==> src/rtl/pwrdn_pkg.sv <==
// Package: shared encodings for the power-down controller.
// Assumes: resume codes are decoded by the core's sequencer as listed.
package pwrdn_pkg;

    typedef enum logic [1:0] {
        RES_NEXT = 2'b00,
        RES_IRQ  = 2'b01,
        RES_WDT  = 2'b10,
        RES_FULL = 2'b11
    } resume_e;

    typedef enum logic [1:0] {
        ST_RUN  = 2'b00,
        ST_HALT = 2'b01,
        ST_WAKE = 2'b10
    } pstate_e;

endpackage

==> src/rtl/pwrdn_pa_edge.sv <==
// Module: per-pin synchronizer and falling-edge detector for Port A.
// Assumes: pins are asynchronous; clk is the always-on clock; pins idle high.
// Flops reset low, so a pin held low through reset gives no edge.
module pwrdn_pa_edge #(
    parameter int PA_W        = 8,
    parameter int SYNC_STAGES = 2
) (
    input  logic            clk,
    input  logic            rst_n,
    input  logic [PA_W-1:0] pin_i,
    input  logic [PA_W-1:0] wake_en_i,
    output logic            fall_any_o
);
    localparam int LAST = SYNC_STAGES - 1;

    logic [PA_W-1:0] fall_vec;

    for (genvar gi = 0; gi < PA_W; gi++) begin : g_pin
        logic [SYNC_STAGES-1:0] sync_q;
        logic                   prev_q;

        // Shift the raw pin level through the synchronizer chain.
        always_ff @(posedge clk) begin
            if (!rst_n) begin
                sync_q <= '0;
            end else begin
                sync_q <= {sync_q[SYNC_STAGES-2:0], pin_i[gi]};
            end
        end

        // Hold the previous synchronized level for edge detection.
        always_ff @(posedge clk) begin
            if (!rst_n) begin
                prev_q <= 1'b0;
            end else begin
                prev_q <= sync_q[LAST];
            end
        end

        assign fall_vec[gi] = prev_q & ~sync_q[LAST] & wake_en_i[gi];
    end

    assign fall_any_o = |fall_vec;

endmodule

==> src/rtl/pwrdn_wake_arb.sv <==
// Module: fixed-priority wake source arbiter.
// Assumes: all inputs are synchronous to clk. Order: ext reset, watchdog,
// interrupt, Port A edge. Purely combinational.
module pwrdn_wake_arb
    import pwrdn_pkg::*;
(
    input  logic    ext_rst_i,
    input  logic    wdt_ovf_i,
    input  logic    irq_req_i,
    input  logic    irq_en_i,
    input  logic    stack_full_i,
    input  logic    pa_fall_i,
    output logic    wake_vld_o,
    output resume_e wake_code_o
);
    // Select the winning source and its resume action.
    always_comb begin
        wake_vld_o  = 1'b1;
        wake_code_o = RES_NEXT;
        if (ext_rst_i) begin
            wake_code_o = RES_FULL;
        end else if (wdt_ovf_i) begin
            wake_code_o = RES_WDT;
        end else if (irq_req_i) begin
            wake_code_o = (irq_en_i && !stack_full_i) ? RES_IRQ : RES_NEXT;
        end else if (pa_fall_i) begin
            wake_code_o = RES_NEXT;
        end else begin
            wake_vld_o  = 1'b0;
        end
    end

endmodule

==> src/rtl/pwrdn_fsm.sv <==
// Module: halt/wake state machine, status flags and watchdog controls.
// Assumes: wake_vld_i is only acted on while halted; por_i is synchronous.
module pwrdn_fsm
    import pwrdn_pkg::*;
(
    input  logic    clk,
    input  logic    rst_n,
    input  logic    por_i,
    input  logic    halt_stb_i,
    input  logic    clrwdt_stb_i,
    input  logic    wdt_ovf_i,
    input  logic    wdt_clk_is_sys_i,
    input  logic    wake_vld_i,
    input  resume_e wake_code_i,
    output logic    sys_clk_en_o,
    output logic    pdf_o,
    output logic    to_o,
    output logic    resume_vld_o,
    output resume_e resume_code_o,
    output logic    wdt_clr_o,
    output logic    wdt_run_o
);
    pstate_e state_q, state_d;
    resume_e code_q;
    logic    pdf_q, to_q, clr_q, rvld_q;
    resume_e rcode_q;
    logic    enter_halt;

    assign enter_halt = (state_q == ST_RUN) && halt_stb_i;

    // Next-state selection for run / halt / wake.
    always_comb begin
        state_d = state_q;
        case (state_q)
            ST_RUN:  if (halt_stb_i) state_d = ST_HALT;
            ST_HALT: if (wake_vld_i) state_d = ST_WAKE;
            ST_WAKE: state_d = ST_RUN;
            default: state_d = ST_RUN;
        endcase
    end

    // State register; power-up returns to run.
    always_ff @(posedge clk) begin
        if (!rst_n || por_i) begin
            state_q <= ST_RUN;
        end else begin
            state_q <= state_d;
        end
    end

    // Capture the winning resume action at the wake edge.
    always_ff @(posedge clk) begin
        if (!rst_n || por_i) begin
            code_q <= RES_NEXT;
        end else if (state_q == ST_HALT && wake_vld_i) begin
            code_q <= wake_code_i;
        end
    end

    // Power-down flag: set on halt, cleared by power-up or clear-watchdog.
    always_ff @(posedge clk) begin
        if (!rst_n || por_i) begin
            pdf_q <= 1'b0;
        end else if (enter_halt) begin
            pdf_q <= 1'b1;
        end else if (clrwdt_stb_i) begin
            pdf_q <= 1'b0;
        end
    end

    // Time-out flag: cleared on halt, set by any watchdog overflow.
    always_ff @(posedge clk) begin
        if (!rst_n || por_i) begin
            to_q <= 1'b0;
        end else if (enter_halt) begin
            to_q <= 1'b0;
        end else if (wdt_ovf_i) begin
            to_q <= 1'b1;
        end
    end

    // Watchdog clear pulse on halt entry or clear-watchdog strobe.
    always_ff @(posedge clk) begin
        if (!rst_n || por_i) begin
            clr_q <= 1'b0;
        end else begin
            clr_q <= enter_halt || clrwdt_stb_i;
        end
    end

    // Resume pulse one cycle after the gate reopens.
    always_ff @(posedge clk) begin
        if (!rst_n || por_i) begin
            rvld_q  <= 1'b0;
            rcode_q <= RES_NEXT;
        end else begin
            rvld_q  <= (state_q == ST_WAKE);
            rcode_q <= code_q;
        end
    end

    assign sys_clk_en_o  = (state_q != ST_HALT);
    assign wdt_run_o     = !((state_q == ST_HALT) && wdt_clk_is_sys_i);
    assign pdf_o         = pdf_q;
    assign to_o          = to_q;
    assign wdt_clr_o     = clr_q;
    assign resume_vld_o  = rvld_q;
    assign resume_code_o = rcode_q;

    // halt entry gates the clock and sets/clears flags.
    a_r2_halt_entry: assert property (@(posedge clk) disable iff (!rst_n)
        (enter_halt && !por_i) |=> (state_q == ST_HALT && pdf_q && !to_q && clr_q));

    // resume pulse is a single cycle.
    a_r10_single_pulse: assert property (@(posedge clk) disable iff (!rst_n)
        (rvld_q && !por_i) |=> !rvld_q);

    // resume pulse only while the clock gate is open.
    a_r10_gate_open: assert property (@(posedge clk) disable iff (!rst_n)
        rvld_q |-> sys_clk_en_o);

    // a watchdog overflow sets the time-out flag.
    a_r11_to_set: assert property (@(posedge clk) disable iff (!rst_n)
        (wdt_ovf_i && !por_i && !enter_halt) |=> to_q);

    // clear-watchdog clears the power-down flag.
    a_r4_pdf_clear: assert property (@(posedge clk) disable iff (!rst_n)
        (clrwdt_stb_i && !enter_halt) |=> !pdf_q);

endmodule

==> src/rtl/pwrdn_wake_ctrl.sv <==
// Module: top of the power-down entry and wake-up controller.
// Assumes: clk is the always-on low-speed clock; rst_n is synchronous,
// active low. Instantiates the Port A edge detector, the arbiter and the FSM.
module pwrdn_wake_ctrl
    import pwrdn_pkg::*;
#(
    parameter int PA_W        = 8,
    parameter int SYNC_STAGES = 2
) (
    input  logic            clk,
    input  logic            rst_n,
    input  logic            por_i,
    input  logic            halt_stb_i,
    input  logic            clrwdt_stb_i,
    input  logic            ext_rst_i,
    input  logic            wdt_ovf_i,
    input  logic            wdt_clk_is_sys_i,
    input  logic [PA_W-1:0] pa_pin_i,
    input  logic [PA_W-1:0] pa_wake_en_i,
    input  logic            irq_req_i,
    input  logic            irq_en_i,
    input  logic            stack_full_i,
    output logic            sys_clk_en_o,
    output logic            pdf_o,
    output logic            to_o,
    output logic            resume_vld_o,
    output logic [1:0]      resume_code_o,
    output logic            wdt_clr_o,
    output logic            wdt_run_o
);
    logic    pa_fall;
    logic    wake_vld;
    resume_e wake_code;
    resume_e res_code;

    pwrdn_pa_edge #(
        .PA_W        (PA_W),
        .SYNC_STAGES (SYNC_STAGES)
    ) u_pa_edge (
        .clk        (clk),
        .rst_n      (rst_n),
        .pin_i      (pa_pin_i),
        .wake_en_i  (pa_wake_en_i),
        .fall_any_o (pa_fall)
    );

    pwrdn_wake_arb u_arb (
        .ext_rst_i    (ext_rst_i),
        .wdt_ovf_i    (wdt_ovf_i),
        .irq_req_i    (irq_req_i),
        .irq_en_i     (irq_en_i),
        .stack_full_i (stack_full_i),
        .pa_fall_i    (pa_fall),
        .wake_vld_o   (wake_vld),
        .wake_code_o  (wake_code)
    );

    pwrdn_fsm u_fsm (
        .clk              (clk),
        .rst_n            (rst_n),
        .por_i            (por_i),
        .halt_stb_i       (halt_stb_i),
        .clrwdt_stb_i     (clrwdt_stb_i),
        .wdt_ovf_i        (wdt_ovf_i),
        .wdt_clk_is_sys_i (wdt_clk_is_sys_i),
        .wake_vld_i       (wake_vld),
        .wake_code_i      (wake_code),
        .sys_clk_en_o     (sys_clk_en_o),
        .pdf_o            (pdf_o),
        .to_o             (to_o),
        .resume_vld_o     (resume_vld_o),
        .resume_code_o    (res_code),
        .wdt_clr_o        (wdt_clr_o),
        .wdt_run_o        (wdt_run_o)
    );

    assign resume_code_o = res_code;

    // watchdog stops while halted if it runs from the system clock.
    a_r3_wdt_stop: assert property (@(posedge clk) disable iff (!rst_n)
        (!sys_clk_en_o && wdt_clk_is_sys_i) |-> !wdt_run_o);

    // external reset always wins the arbitration.
    a_r9_ext_first: assert property (@(posedge clk) disable iff (!rst_n)
        ext_rst_i |-> (wake_vld && wake_code == RES_FULL));

    // watchdog beats interrupt and Port A.
    a_r9_wdt_second: assert property (@(posedge clk) disable iff (!rst_n)
        (wdt_ovf_i && !ext_rst_i) |-> (wake_code == RES_WDT));

    // external reset while halted reopens the gate at the next edge.
    a_r5_ext_wake: assert property (@(posedge clk) disable iff (!rst_n)
        (!sys_clk_en_o && ext_rst_i && !por_i) |=> sys_clk_en_o);

    // an enabled Port A edge alone continues at the next instruction.
    a_r8_pa_next: assert property (@(posedge clk) disable iff (!rst_n)
        (pa_fall && !ext_rst_i && !wdt_ovf_i && !irq_req_i) |-> (wake_code == RES_NEXT));

endmodule

==> config.mk <==
export PLATFORM = sky130hd
export DESIGN_NAME = pwrdn_wake_ctrl
export DESIGN_NICKNAME = d
export VERILOG_FILES = /design/src/rtl/pwrdn_pkg.sv /design/src/rtl/pwrdn_pa_edge.sv /design/src/rtl/pwrdn_wake_arb.sv /design/src/rtl/pwrdn_fsm.sv /design/src/rtl/pwrdn_wake_ctrl.sv
export SDC_FILE = /design/constraint.sdc
export NUM_CORES = 1
export LEC_CHECK = 0
export BUFFER_PORTS_ARGS = -buffer_cell sky130_fd_sc_hd__buf_2
export CAP_MARGIN = 10
export CORE_MARGIN = 2
export CORE_UTILIZATION = 40
export DETAILED_ROUTE_END_ITERATION = 8
export GPL_ROUTABILITY_DRIVEN = 0
export HOLD_SLACK_MARGIN = 0.02
export SYNTH_ARGS = -nofsm -noshare
export SYNTH_HDL_FRONTEND = slang
export SYNTH_HIERARCHICAL = 1
export SYNTH_SLANG_ARGS = --single-unit
==> constraint.sdc <==
create_clock -name clk -period 3.5 [get_ports clk]
set_input_delay 0.7 -clock clk [delete_from_list [all_inputs] [get_ports clk]]
set_output_delay 0.7 -clock clk [all_outputs]
set_load 0.1 [all_outputs]
==> flow_metrics.tcl <==
set metrics [dict create \
    hold_slack_ps 440.9 \
    min_period_over_period_pct 57.09 \
    num_vias 782 \
    syn-mean-instance-area_um2 11.10 \
    cp.arrival_ps 1300 \
    drv_slew 0 \
    cp.depth 2 \
    post-route-drc-count 0 \
    slew_headroom_pct 67.78 \
    cp-start-kind "register" \
    holdPathStages 1 \
    dieArea_um2 3272 \
    chipHeight_um 57.21 \
    end_kind "output pin" \
    placed_area_um2 1319 \
    dr.pass1.iters 2 \
    synth-simple-area-share_pct 30.39 \
    hold_buffers 0 \
    core_area_um2 2734 \
    tightest_slew_ps 486.6 \
    nets 168 \
    cpPeakStageDelay_ps 450 \
    synth_top_area_share_pct 60.11 \
    post-route-min-period_ps 1998 \
    timing.fmax_mhz 500.4 \
    cts_root_buf "clkbuf_4" \
    cts_buffers 5 \
    stdcell_area_um2 1368 \
    finalSetupViolations 0 \
    synthToLayoutAreaGrowth_pct 20.77 \
    yosysWarnings 6 \
    grt_first_pass_wirelength_um 2835 \
    crit_buf_inv 1 \
    clock_path_buffers 2 \
    synth-compound-area-share_pct 4.751 \
    max_cap_viol_count 0 \
    routed_wl_um 1701 \
    initial_core_util_pct 41.42 \
    setup_tns_ps 0 \
    ios 35 \
    ys_seq_area_share_pct 60.11 \
    hold_class "reg -> reg" \
    rr_worst_depth 7 \
    critical_path.cell_chain "or2b_1, buf_2" \
    clk_latency_ps 320 \
    p_per_area_nw_per_um2 484.8 \
    leakage_uw 0.0006159 \
    vdd_drop_max_uv 328.1 \
    cts_setup_buffers 0 \
    wl_per_cell_um 9.890 \
    fp.dieW_um 57.21 \
    slowest_stage "dfxtp_1" \
    diodes 0 \
    rows 19 \
    buffer_ports.inserted 34 \
    synth_nets 129 \
    synth_top_area_cell "dfxtp_1" \
    synthTopCellsByArea "dfxtp_1 (60%), and2_1 (8.3%), and2_2 (6.0%)" \
    synthCells 102 \
    drtIter0Drc 12 \
    synthAdderAreaFrac_pct 0 \
    path_class "reg -> out" \
    clk_pin_slew_ps 100 \
    worstPathRequired_ps 2800 \
    cts_htree_levels 2 \
    muxShareOfSynthArea_pct 1.768 \
    antenna_found_initial 0 \
    grt_pass1_vias 704 \
    cts_sinks 34 \
    grt_max_degree 30 \
    cts_tree "built" \
    post_drt_via_cell_ratio 4.547 \
    finalHoldViolCount 0 \
    cts_resized 0 \
    syn_area_um2 1132 \
    synth_cell_types 24 \
    status "finished clean" \
    path_max_fanout 7 \
    grt_usage_pct 11.88 \
    cp_top_family "flip-flops" \
    gr-total-overflow 0 \
    post-dp-hpwl_um 1253 \
    synth-xor-area-share_pct 0 \
    fin_util_pct 50.02 \
    ys_ff_latch 34 \
    skew_ps 5.503 \
    r2r_setup_slack_ps 2020 \
    synth_top_family_by_area "simple AND/OR/NAND/NOR gates" \
    final_layout_size_suffix_gt1_share_pct 39.72 \
    rsz0062_at_grt "false" \
    ant_nets 0 \
]
-- cell type report --
type / count / area (um2)
clock inverter: 1 / 7.507
timing repair buffer: 34 / 170.2
clock buffer: 6 / 41.29
multi-input combinational: 63 / 417.9
tap: 31 / 38.79
inverter: 3 / 11.26
fill: 268 / 1366
sequential: 34 / 680.7
-- worst paths after layout --
path / start / end
min reg2reg: u_pa_edge/g_pin[0].sync_q[0] / u_pa_edge/g_pin[0].sync_q[1]
max reg2reg: u_pa_edge/g_pin[5].prev_q / u_fsm/state_q[1]
min: u_pa_edge/g_pin[0].sync_q[0] / u_pa_edge/g_pin[0].sync_q[1]
max: u_fsm/state_q[0] / sys_clk_en_o
-- stage by stage --
stage                     power (uW)  std cells  worst slack, ps
after floorplan                459.2        102             1348
after global placement         478.9        165             1516
after detailed placement       480.5        165             1498
after CTS                      679.5        172             1478
after global routing           706.7        172             1422
final                          663.0        172             1502
-- cell usage in the layout, fill, tap and decap left out, drive strengths merged, types with 2 or more instances in the layout --
master	count
buf	34
nand2b	2
a21oi	2
o22ai	4
and2	24
or2	2
nor2	4
mux2i	2
clkbuf	6
inv	3
dfxtp	34
nand2	9
nand3b	5
nor3b	2
-- power breakdown --
group	switching, uW	leakage [uW]	internal, uW
registers	4.91	0.000279	401
clock network	118	0.0000243	74.9
logic	37.6	0.000313	27.1
-- synthesized netlist by cell type --
cell	count
a2111oi_2	1
a21oi_1	1
a21oi_2	1
and2_1	15
and2_2	9
and3b_2	1
and4bb_2	1
buf_6	2
dfxtp_1	34
inv_1	3
mux2i_1	2
nand2_1	9
nand2b_1	1
nand2b_2	1
nand3b_1	5
nor2_1	4
nor2b_1	1
nor3b_1	2
o22ai_1	4
or2_1	1
or2_2	1
or2b_1	1
or3_1	1
or3b_4	1
-- cells by family after synthesis --
logic type | count (synthesis)
flops | 34
compound gates | 7
mux | 2
simple gates | 54
buf+inv | 5
-- layer usage --
| metal | vias up | track usage [%] | wire, um |
|---|---|---|---|
| li1 | 406 | - | - |
| met1 | 342 | 12.32 | 738 |
| met2 | 30 | 18.72 | 762 |
| met3 | 4 | 7.483 | 173 |
| met4 | 0 | 5.980 | 27 |
| met5 | - | 0 | 0 |
-- flip-flops by register name (all words and copies together) (netlist names) --
signal,flops
u_fsm/resume_vld_o,1
u_fsm/to_o,1
u_fsm/resume_code_o,2
u_fsm/wdt_clr_o,1
u_fsm/pdf_o,1
u_pa_edge/g_pin.sync_q,16
u_pa_edge/g_pin.prev_q,8
u_fsm/state_q,2
u_fsm/code_q,2
Power figures use the tool's default switching activity.
